===== config.mk =====
export PLATFORM = sky130hd
export DESIGN_NAME = pfm_top
export DESIGN_NICKNAME = d
export VERILOG_FILES = /design/src/rtl/pfm_pkg.sv /design/src/rtl/pfm_deglitch.sv /design/src/rtl/pfm_flag_int.sv /design/src/rtl/pfm_top.sv
export SDC_FILE = /design/constraint.sdc
export NUM_CORES = 1
export LEC_CHECK = 0
export BUFFER_PORTS_ARGS = -buffer_cell sky130_fd_sc_hd__buf_2
export CORE_MARGIN = 3
export CORE_UTILIZATION = 45
export DETAILED_ROUTE_END_ITERATION = 7
export PLACE_DENSITY = 0.72
export SLEW_MARGIN = 30
export SYNTH_ARGS = -nofsm -noshare
export SYNTH_HDL_FRONTEND = slang
export SYNTH_SLANG_ARGS = --single-unit

===== constraint.sdc =====
create_clock -name clk -period 8.45 [get_ports clk]
set_input_delay 0 -clock clk [delete_from_list [all_inputs] [get_ports clk]]
set_output_delay 0 -clock clk [all_outputs]
set_load 0.02 [all_outputs]

===== src/rtl/pfm_pkg.sv =====
package pfm_pkg;
  localparam int NEV = 17;

  typedef enum logic [1:0] {
    ST_BATT   = 2'd0,
    ST_IDLE   = 2'd1,
    ST_SSTART = 2'd2,
    ST_RUN    = 2'd3
  } op_state_t;

  localparam int EV_BUS_UCP = 15;

  // arming groups by operating state
  localparam logic [NEV-1:0] ARM_PRESENT = 17'h000FF;
  localparam logic [NEV-1:0] ARM_CHARGE  = 17'h17F00;
  localparam logic [NEV-1:0] ARM_RUNNING = 17'h08000;

  // fault class stops switching, clear class also drops charge-enable
  localparam logic [NEV-1:0] FAULT_CLASS = 17'h1E0FD;
  localparam logic [NEV-1:0] CLEAR_CLASS = 17'h160FD;
  localparam logic [NEV-1:0] UCP_ONLY    = 17'h08000;

  function automatic logic [NEV-1:0] armed_vec(op_state_t s);
    logic [NEV-1:0] v;
    case (s)
      ST_IDLE:   v = ARM_PRESENT;
      ST_SSTART: v = ARM_PRESENT | ARM_CHARGE;
      ST_RUN:    v = ARM_PRESENT | ARM_CHARGE | ARM_RUNNING;
      default:   v = '0;
    endcase
    return v;
  endfunction
endpackage


===== src/rtl/pfm_deglitch.sv =====
module pfm_deglitch #(
  parameter int DG_CYC = 4
) (
  input  logic clk,
  input  logic rst_n,
  input  logic raw_i,
  output logic evt_o
);
  localparam int CW = $clog2(DG_CYC + 1);
  localparam logic [CW-1:0] CNT_TOP = CW'(DG_CYC);

  logic          s1_q, s2_q;
  logic [CW-1:0] cnt_q, cnt_d;

  always_comb begin
    if (!s2_q)               cnt_d = '0;
    else if (cnt_q != CNT_TOP) cnt_d = cnt_q + CW'(1);
    else                     cnt_d = cnt_q;
  end

  always_ff @(posedge clk or negedge rst_n) begin
    if (!rst_n) begin
      s1_q  <= 1'b0;
      s2_q  <= 1'b0;
      cnt_q <= '0;
    end else begin
      s1_q  <= raw_i;
      s2_q  <= s1_q;
      cnt_q <= cnt_d;
    end
  end

  assign evt_o = (cnt_q == CNT_TOP);

  // an accepted event only appears while the synchronized flag is high
  a_r2_rise_needs_sync: assert property (@(posedge clk) disable iff (!rst_n)
    $rose(evt_o) |-> $past(s2_q));
endmodule


===== src/rtl/pfm_flag_int.sv =====
module pfm_flag_int #(
  parameter int NEV   = 17,
  parameter int INT_W = 256
) (
  input  logic           clk,
  input  logic           rst_n,
  input  logic [NEV-1:0] qual_i,
  input  logic [NEV-1:0] hold_i,
  input  logic [NEV-1:0] mask_i,
  input  logic           rd_i,
  output logic [NEV-1:0] flags_o,
  output logic           int_n_o
);
  localparam int TW = $clog2(INT_W + 1);
  localparam logic [TW-1:0] T_LOAD = TW'(INT_W);

  logic [NEV-1:0] qual_dq, flags_q, flags_d, rise;
  logic [TW-1:0]  tmr_q, tmr_d;
  logic           new_ev, active;

  assign rise   = qual_i & ~qual_dq;
  assign new_ev = |(rise & ~mask_i);
  assign active = (tmr_q != '0);

  always_comb begin
    flags_d = ((flags_q & ~{NEV{rd_i}}) | rise) & ~hold_i;
  end

  always_comb begin
    if (active)      tmr_d = tmr_q - TW'(1);
    else if (new_ev) tmr_d = T_LOAD;
    else             tmr_d = '0;
  end

  always_ff @(posedge clk or negedge rst_n) begin
    if (!rst_n) begin
      qual_dq <= '0;
      flags_q <= '0;
      tmr_q   <= '0;
    end else begin
      qual_dq <= qual_i;
      flags_q <= flags_d;
      tmr_q   <= tmr_d;
    end
  end

  assign flags_o = flags_q;
  assign int_n_o = ~active;

  // a set flag survives any cycle without a read or a disable hold
  a_r4_flag_holds: assert property (@(posedge clk) disable iff (!rst_n)
    ((flags_q & ~hold_i) != '0) && !rd_i |=> ((flags_q & $past(flags_q & ~hold_i)) == $past(flags_q & ~hold_i)));

  // a pulse only starts after an unmasked rising event
  a_r5_int_cause: assert property (@(posedge clk) disable iff (!rst_n)
    $fell(int_n_o) |-> $past(|(rise & ~mask_i)));

  // the pulse lasts longer than one cycle
  a_r8_int_width: assert property (@(posedge clk) disable iff (!rst_n)
    $fell(int_n_o) |=> !int_n_o);

  // a held event carries no flag after the edge
  a_r6_hold_clears: assert property (@(posedge clk) disable iff (!rst_n)
    1'b1 |=> ((flags_q & $past(hold_i)) == '0));
endmodule


===== src/rtl/pfm_top.sv =====
module pfm_top
  import pfm_pkg::*;
#(
  parameter int DG_CYC = 4,
  parameter int INT_W  = 256
) (
  input  logic           clk,
  input  logic           rst_n,
  input  logic [1:0]     op_state,
  input  logic [NEV-1:0] raw_evt,
  input  logic [NEV-1:0] evt_mask,
  input  logic [NEV-1:0] evt_dis,
  input  logic           flag_rd,
  input  logic           chg_wr,
  input  logic           chg_wdata,
  output logic [NEV-1:0] stat,
  output logic [NEV-1:0] flags,
  output logic           int_n,
  output logic           conv_off,
  output logic           chg_en,
  output logic           chg_en_clr
);
  // reset: asserted asynchronously, released on the clock
  logic [1:0] rst_sync_q;
  logic       rst_i;

  always_ff @(posedge clk or negedge rst_n) begin
    if (!rst_n) rst_sync_q <= 2'b00;
    else        rst_sync_q <= {rst_sync_q[0], 1'b1};
  end
  assign rst_i = rst_sync_q[1];

  // per-event synchronizer and width filter
  logic [NEV-1:0] dg_evt;
  for (genvar g = 0; g < NEV; g++) begin : g_chan
    pfm_deglitch #(.DG_CYC(DG_CYC)) u_dg (
      .clk   (clk),
      .rst_n (rst_i),
      .raw_i (raw_evt[g]),
      .evt_o (dg_evt[g])
    );
  end

  // qualification by operating state and disable
  logic [NEV-1:0] armed, hold, qual, shut_src;
  logic           clr_src;

  assign armed    = armed_vec(op_state_t'(op_state));
  assign hold     = evt_dis & ~UCP_ONLY;
  assign qual     = dg_evt & armed & ~hold;
  assign shut_src = qual & FAULT_CLASS & ~evt_dis;
  assign clr_src  = |(qual & CLEAR_CLASS);
  assign stat     = qual;

  pfm_flag_int #(.NEV(NEV), .INT_W(INT_W)) u_flag (
    .clk     (clk),
    .rst_n   (rst_i),
    .qual_i  (qual),
    .hold_i  (hold),
    .mask_i  (evt_mask),
    .rd_i    (flag_rd),
    .flags_o (flags),
    .int_n_o (int_n)
  );

  // shutdown and charge-enable
  logic off_q, off_d, en_q, en_d, clr_dq, stb_q, stb_d;

  always_comb begin
    off_d = |shut_src;
    if (clr_src)     en_d = 1'b0;
    else if (chg_wr) en_d = chg_wdata;
    else             en_d = en_q;
    stb_d = clr_src & ~clr_dq;
  end

  always_ff @(posedge clk or negedge rst_i) begin
    if (!rst_i) begin
      off_q  <= 1'b0;
      en_q   <= 1'b0;
      clr_dq <= 1'b0;
      stb_q  <= 1'b0;
    end else begin
      off_q  <= off_d;
      en_q   <= en_d;
      clr_dq <= clr_src;
      stb_q  <= stb_d;
    end
  end

  assign conv_off   = off_q;
  assign chg_en     = en_q;
  assign chg_en_clr = stb_q;

  // an active clearing fault overrides any host write
  a_r11_fault_wins: assert property (@(posedge clk) disable iff (!rst_i)
    clr_src |=> !chg_en);

  // shutdown only follows a non-disabled fault-class event
  a_r9_shdn_cause: assert property (@(posedge clk) disable iff (!rst_i)
    conv_off |-> $past(|(dg_evt & armed & FAULT_CLASS & ~evt_dis)));

  // the clear strobe is a single cycle and charge-enable is low with it
  a_r10_clr_pulse: assert property (@(posedge clk) disable iff (!rst_i)
    chg_en_clr |-> !chg_en ##1 !chg_en_clr);

  // a disabled under-current event never stops the converter alone
  a_r7_ucp_no_stop: assert property (@(posedge clk) disable iff (!rst_i)
    (evt_dis[EV_BUS_UCP] && ((shut_src & ~UCP_ONLY) == '0)) |=> !conv_off);
endmodule


==> results.cfg, run 1 <==
[clocking]
clkSinkCount = 134
hold_buffers = 38
path_clk_slew_ps = 50
cts_tree = built
cts_resized = 0
ctsLongestPathBuffers = 2
cts_buffers = 17
cts_setup_buffers = 0
cts_root_buf = clkbuf_16
worst_skew_pair.late_latency_ps = 420
ctsHtreeMaxLevel = 4

[synth]
synthCells = 495
async_reset_ff_frac = 1.000
syn-num-nets = 588
syn_avg_cell_area_sq_um = 11.28
ys_ff_latch = 134
synthFlopType = dfrtp_1
ys_types = 38
ys_warn_count = 0
yosysSeqAreaShare = 0.6006
synth_edf_count = 0
netlist_area_sq_mm = 0.005583

[critical_path]
crit_arrival_ps = 2060
cp_slowest_stage_delay_ps = 450
r2r-start = g_chan[4].u_dg.cnt_q[0]$_DFFE_PN0P_
path_class = reg2out
cp_top_family = simple AND/OR/NAND/NOR gates
r2r_end = conv_off$_DFF_PN0_
cp-start-kind = register
cp-end-kind = output port
cp_max_fo = 10
crit_path_top_delay_cell = nor4_4
crit_chain = nor3_1 -> nand3b_1 -> nor4_4 -> buf_2
critPathBufInv = 1
worstPathRequired_ps = 8450
r2r_slack_ps = 6460
ff2ff_path_depth = 7

[power]
power.density_mw_per_mm2 = 229.6
p_leak_nw = 3.667
peakVddDrop_v = 0.0001935
power_mw = 1.647

[floorplan]
ioPinCount = 96
initial_core_util = 0.4629
die-area_sq_mm = 0.01378
fp.dieW_um = 117.4
rows = 40
fp.dieH_um = 117.4
coreArea_sq_mm = 0.01206

[min_path]
hold_path_depth = 3
hp-start = op_state[0]
hold_path.class = in2reg
worstHoldEndpoint = conv_off$_DFF_PN0_

[drt]
wl_mm = 12.27
first_pass_iters = 4
wl_per_cell_um = 14.87
drtIter0Drc = 262
routed_via_density = 4.892
ant_nets = 0
drc = 0
vias = 4036

[global_route]
grt_pass1_vias = 4344
grt_overflow_total = 0
antenna_found_initial = 0
grt_pass1_wl_mm = 20.76
grt_max_degree = 72
grt_use_total = 0.1920

[sta]
fin_skew_ps = 6.043
rsz0062_at_grt = false
max_freq_mhz = 485.8
tightest_slew_ps = 817.0
tns_ps = 0
period_share = 0.2436
timing.slew.headroom = 0.4553
hold_violations = 0
drv_slew = 0
finalSetupViolations = 0
period_needed_ps = 2059

[final_layout]
seq_area_sq_mm = 0.003357
final_cells = 825
final_core_util = 0.5945
multi_input_area_sq_mm = 0.001963
final_cell_mix = 133 x dfrtp_1, 95 x buf_2, 67 x inv_1, 45 x nand2_1, 38 x dlygate4sd3_1
layout.nets = 739
fill_cells = 990
area_growth_syn_to_layout_pct = 28.44
drive_gt1_frac = 0.1963
diodes = 0
final_common_cell = dfrtp_1

[outcome]
status = finished, final reports clean

[place]
port_buffers = 95
dp_hpwl_mm = 8.630
globalplace.congestion = 0.8056
place_inst = 757

[flow_run]
max_cap_viol_count = 0
## per-layer routing
| metal | wire (um) | track usage |
|---|---|---|
| met1 | 5135 | 0.2332 |
| met5 | 0 | 0 |
| met4 | 308 | 0.09238 |
| met3 | 716 | 0.05641 |
| met2 | 6109 | 0.3150 |
## registers in the layout, indices dropped and copies added (netlist names)
signal and count:
g_chan.u_dg.cnt_q 51, g_chan.u_dg.s1_q 17, g_chan.u_dg.s2_q 17, u_flag.flags_o 17
u_flag.qual_dq 17, u_flag.tmr_q 9, rst_sync_q 2, chg_en 1
chg_en_clr 1, clr_dq 1, conv_off 1
## metrics by stage
stage	hold WS, ps	worst slack (ps)	area (sq um)
after floorplan	-295.6	4440	5583
after global placement	-214.3	6551	6265
after detailed placement	-212.8	6484	6265
after CTS	4.861	6333	7167
after global routing	25.52	6196	7171
final	15.90	6391	7171
## worst max path at each step
| stage | start | to | slack (ps) | cells past startpoint |
|---|---|---|---|---|
| 2_1_floorplan | rst_sync_q[1]$_DFF_PN0_ | chg_en$_DFFE_PN0P_ | 4440 | 0 |
| 5_1_grt | u_flag.tmr_q[3]$_DFF_PN0_ | int_n | 6200 | 4 |
| 3_5_place_dp | g_chan[4].u_dg.cnt_q[0]$_DFFE_PN0P_ | conv_off$_DFF_PN0_ | 6480 | 7 |
| 4_1_cts | u_flag.tmr_q[3]$_DFF_PN0_ | int_n | 6330 | 4 |
| 6_report | u_flag.tmr_q[3]$_DFF_PN0_ | int_n | 6390 | 4 |
| 3_3_place_gp | g_chan[4].u_dg.cnt_q[0]$_DFFE_PN0P_ | conv_off$_DFF_PN0_ | 6550 | 7 |
## power breakdown
group	switching, mW	leakage [nW]	internal, mW	total, mW
registers	0.0580	1.72	0.709	0.767
clock network	0.250	0.256	0.401	0.651
logic	0.123	1.69	0.105	0.228
## cell type report
class,instances,share of cell area
clock buffers,26,0.06962
clock inverters,4,0.003141
inverters,67,0.03507
multi-input cells,292,0.2738
flip-flops and latches,134,0.4682
well taps,168,0.02931
repair buffers,134,0.1209
## Yosys cell counts (17+ instances only)
cell	number	share of area
xnor2_1	20	0.031
a21boi_0	17	0.023
ha_1	35	0.078
dfrtp_1	134	0.60
nand3_1	20	0.018
inv_1	67	0.045
o21ai_0	22	0.020
and2_1	17	0.019
nor3_1	19	0.017
nor2_1	34	0.023
a31oi_1	18	0.020
nand2_1	45	0.030
## cells by family after synthesis
group,synth area share
mux,0.001793
compound gates,0.08472
simple gates,0.1499
fa+ha+maj,0.07844
buf+inv,0.04774
flops,0.6006
other cells,0.0006717
xor+xnor,0.03608
## worst reg2reg max path, cell delays in order (launching register included)
cell and delay (ps):
dfrtp_1 360, inv_1 80, ha_1 230, nand2_1 130
nor3_1 130, nor4_1 430, nand3_1 290, o21bai_1 230
(Power assumes the default switching activity.)
==> run 2, diff against run 1 <==
--- a/config.mk
+++ b/config.mk
@@ -5,11 +5,12 @@
 export SDC_FILE = /design/constraint.sdc
 export NUM_CORES = 1
 export LEC_CHECK = 0
+export ABC_AREA = 1
 export BUFFER_PORTS_ARGS = -buffer_cell sky130_fd_sc_hd__buf_2
 export CORE_MARGIN = 3
 export CORE_UTILIZATION = 45
 export DETAILED_ROUTE_END_ITERATION = 7
-export PLACE_DENSITY = 0.72
+export PLACE_DENSITY = 0.75
 export SLEW_MARGIN = 30
 export SYNTH_ARGS = -nofsm -noshare
 export SYNTH_HDL_FRONTEND = slang
==> constraint.sdc (replaced) <==
create_clock -name clk -period 1.8 [get_ports clk]
set_input_delay 0 -clock clk [delete_from_list [all_inputs] [get_ports clk]]
set_output_delay 0 -clock clk [all_outputs]
set_load 0.02 [all_outputs]
==> results.cfg, run 2 <==
[clocking]
ctsLongestPathBuffers = 2
cts_root_buf = clkbuf_16
worst_skew_pair.late_latency_ps = 410
path_clk_slew_ps = 60
ctsHtreeMaxLevel = 4
cts_tree = built
cts_buffers = 17
clkSinkCount = 134

[global_route]
grt_max_degree = 50
grt_pass1_vias = 4546
antenna_found_initial = 0
grt_overflow_total = 0
grt_pass1_wl_mm = 21.09
grt_use_total = 0.1888

[drt]
drc = 0
ant_nets = 0
wl_per_cell_um = 13.91
routed_via_density = 4.871
vias = 4447
drtIter0Drc = 298
first_pass_iters = 4
wl_mm = 12.70

[synth]
syn-num-nets = 659
synth_area_leaders = dfrtp_1 59%, ha_1 7.8%, inv_1 7.4%
synthFlopType = dfrtp_1
yosysSeqAreaShare = 0.5937
ys_warn_count = 0
async_reset_ff_frac = 1.000
ys_types = 29
synthCells = 566
netlist_area_sq_mm = 0.005648
synth_top_cell_area_share = 0.5937
ys_ff_latch = 134
synth_top_cell_by_area = dfrtp_1
yosysMostFrequentCell = dfrtp_1
synth_common_cells = 134 x dfrtp_1, 111 x inv_1, 74 x nand2_1, 61 x o21ai_0, 44 x nand3_1
synth_edf_count = 0
syn_avg_cell_area_sq_um = 9.979

[floorplan]
rows = 40
ioPinCount = 96
coreArea_sq_mm = 0.01216
initial_core_util = 0.4644
fp.dieH_um = 118.0
fp.dieW_um = 118.0
die-area_sq_mm = 0.01393

[sta]
tns_ps = 0
period_share = 0.9391
drv_slew = 0
fin_skew_ps = 12.11
finalSetupViolations = 0
hold_violations = 0
max_freq_mhz = 591.6
period_needed_ps = 1690

[place]
dp_hpwl_mm = 8.800
port_buffers = 95
place_inst = 833
placed_area_sq_mm = 0.006392
globalplace.congestion = 0.7994

[final_layout]
area_growth_syn_to_layout_pct = 34.36
largest_reg_flops = 51
seq_area_sq_mm = 0.003357
regMostFlops = g_chan.u_dg.cnt_q
final_cell_mix = 133 x dfrtp_1, 109 x inv_1, 94 x buf_2, 72 x nand2_1, 61 x o21ai_0
fill_cells = 917
final_cells = 913
diodes = 0
final_common_cell = dfrtp_1
fin_area_sq_mm = 0.007589
drive_gt1_frac = 0.2255
multi_input_area_sq_mm = 0.001917
layout.nets = 825

[critical_path]
cp-start-kind = register
cp-end-kind = output port
crit_arrival_ps = 1690
path_class = reg2out
worstPathRequired_ps = 1800
cp_max_fo = 3

[power]
p_sw_frac = 0.2393
clockPowerShare = 0.471
p_leak_nw = 3.936
p_switching_mw = 1.919
p_int_mw = 6.098
power_mw = 8.017
pwr-share-seq = 0.420
power.density_mw_per_mm2 = 1056
peakVddDrop_v = 0.0005482
p_comb_frac = 0.108

[outcome]
status = finished, final reports clean

[flow_run]
max_cap_viol_count = 0

[min_path]
hold_path.class = in2reg
-- run 2: cell count changes after synthesis, sizes merged, moves of 19 or more --
cell	previous run	this run
nand2	45	74
nand3	21	45
inv	67	113
xnor2	20	1
o21ai	22	63
-- run 2: final cells by class --
type	instances	area share
tap	168	0.02770
clock inverter	10	0.02193
clock buffer	22	0.06513
inverter	115	0.05688
timing repair buffer	149	0.1334
sequential	134	0.4424
multi-input combinational	315	0.2526
-- run 2: logic make-up after synthesis --
logic type | after synthesis | share of synthesized area
other cells | 1 | 0.0006640
simple gates | 180 | 0.1526
compound gates | 94 | 0.08839
fa+ha+maj | 35 | 0.07754
flops | 134 | 0.5937
buf+inv | 117 | 0.07909
xor+xnor | 4 | 0.006204
mux | 1 | 0.001772
-- run 2: per-stage QoR --
stage / hold slack [ps] / utilization / setup slack, ps
global route: 112.4 / 0.6240 / -18.78
detailed placement: -211.8 / 0.5256 / 115.9
finish: 106.9 / 0.6240 / 109.5
CTS: 73.85 / 0.6155 / 26.77
floorplan: -295.6 / - / 155.0
global placement: -214.8 / 0.5256 / 197.9
-- run 2: layer usage --
metal | track usage | part of all wire | vias up
met4 | 0.07912 | 0.018 | 0
met1 | 0.2221 | 0.42 | 2159
li1 | - | - | 2163
met3 | 0.05142 | 0.039 | 20
met5 | 0 | 0 | -
met2 | 0.3259 | 0.53 | 105
-- run 2: path summary, 6_finish.rpt --
kind	cells after the start	endpoint	startpoint	slack, ps
max	7	int_n	u_flag.tmr_q[0]$_DFF_PN0_	110
min	5	u_flag.flags_o[15]$_DFF_PN0_	flag_rd	110
max reg2reg	8	conv_off$_DFF_PN0_	g_chan[4].u_dg.cnt_q[0]$_DFFE_PN0P_	110
min reg2reg	0	g_chan[11].u_dg.s1_q$_DFF_PN0_	rst_sync_q[1]$_DFF_PN0_	150
max in group asynchronous	1	g_chan[8].u_dg.cnt_q[1]$_DFFE_PN0P_	rst_sync_q[1]$_DFF_PN0_	1060
min in group asynchronous	0	g_chan[11].u_dg.s1_q$_DFF_PN0_	rst_sync_q[1]$_DFF_PN0_	150
-- run 2: power by group through the flow --
stage	clock network, mW	logic (mW)	registers [mW]
final	3.78	0.869	3.37
after floorplan	0	0.454	3.45
after global placement	0	0.715	3.40
after global routing	4.01	0.995	3.40
after CTS	3.85	0.859	3.37
after detailed placement	0	0.781	3.42
-- run 2: timing repair --
item	in CTS	in global routing
pin swaps	2	6
setup buffers	2	6
gates cloned	0	0
hold buffers	40	0
endpoints found under the hold margin	54	0
resized for setup	4	15
endpoints found under the setup margin	3	14
-- run 2: worst max-delay path: stages, from the launching register on --
cell     delay, ps
dfrtp_1        380
inv_2           70
ha_2           190
nand2_1        100
nor2_2         160
nand3_2        120
nor2_4         130
buf_6          130
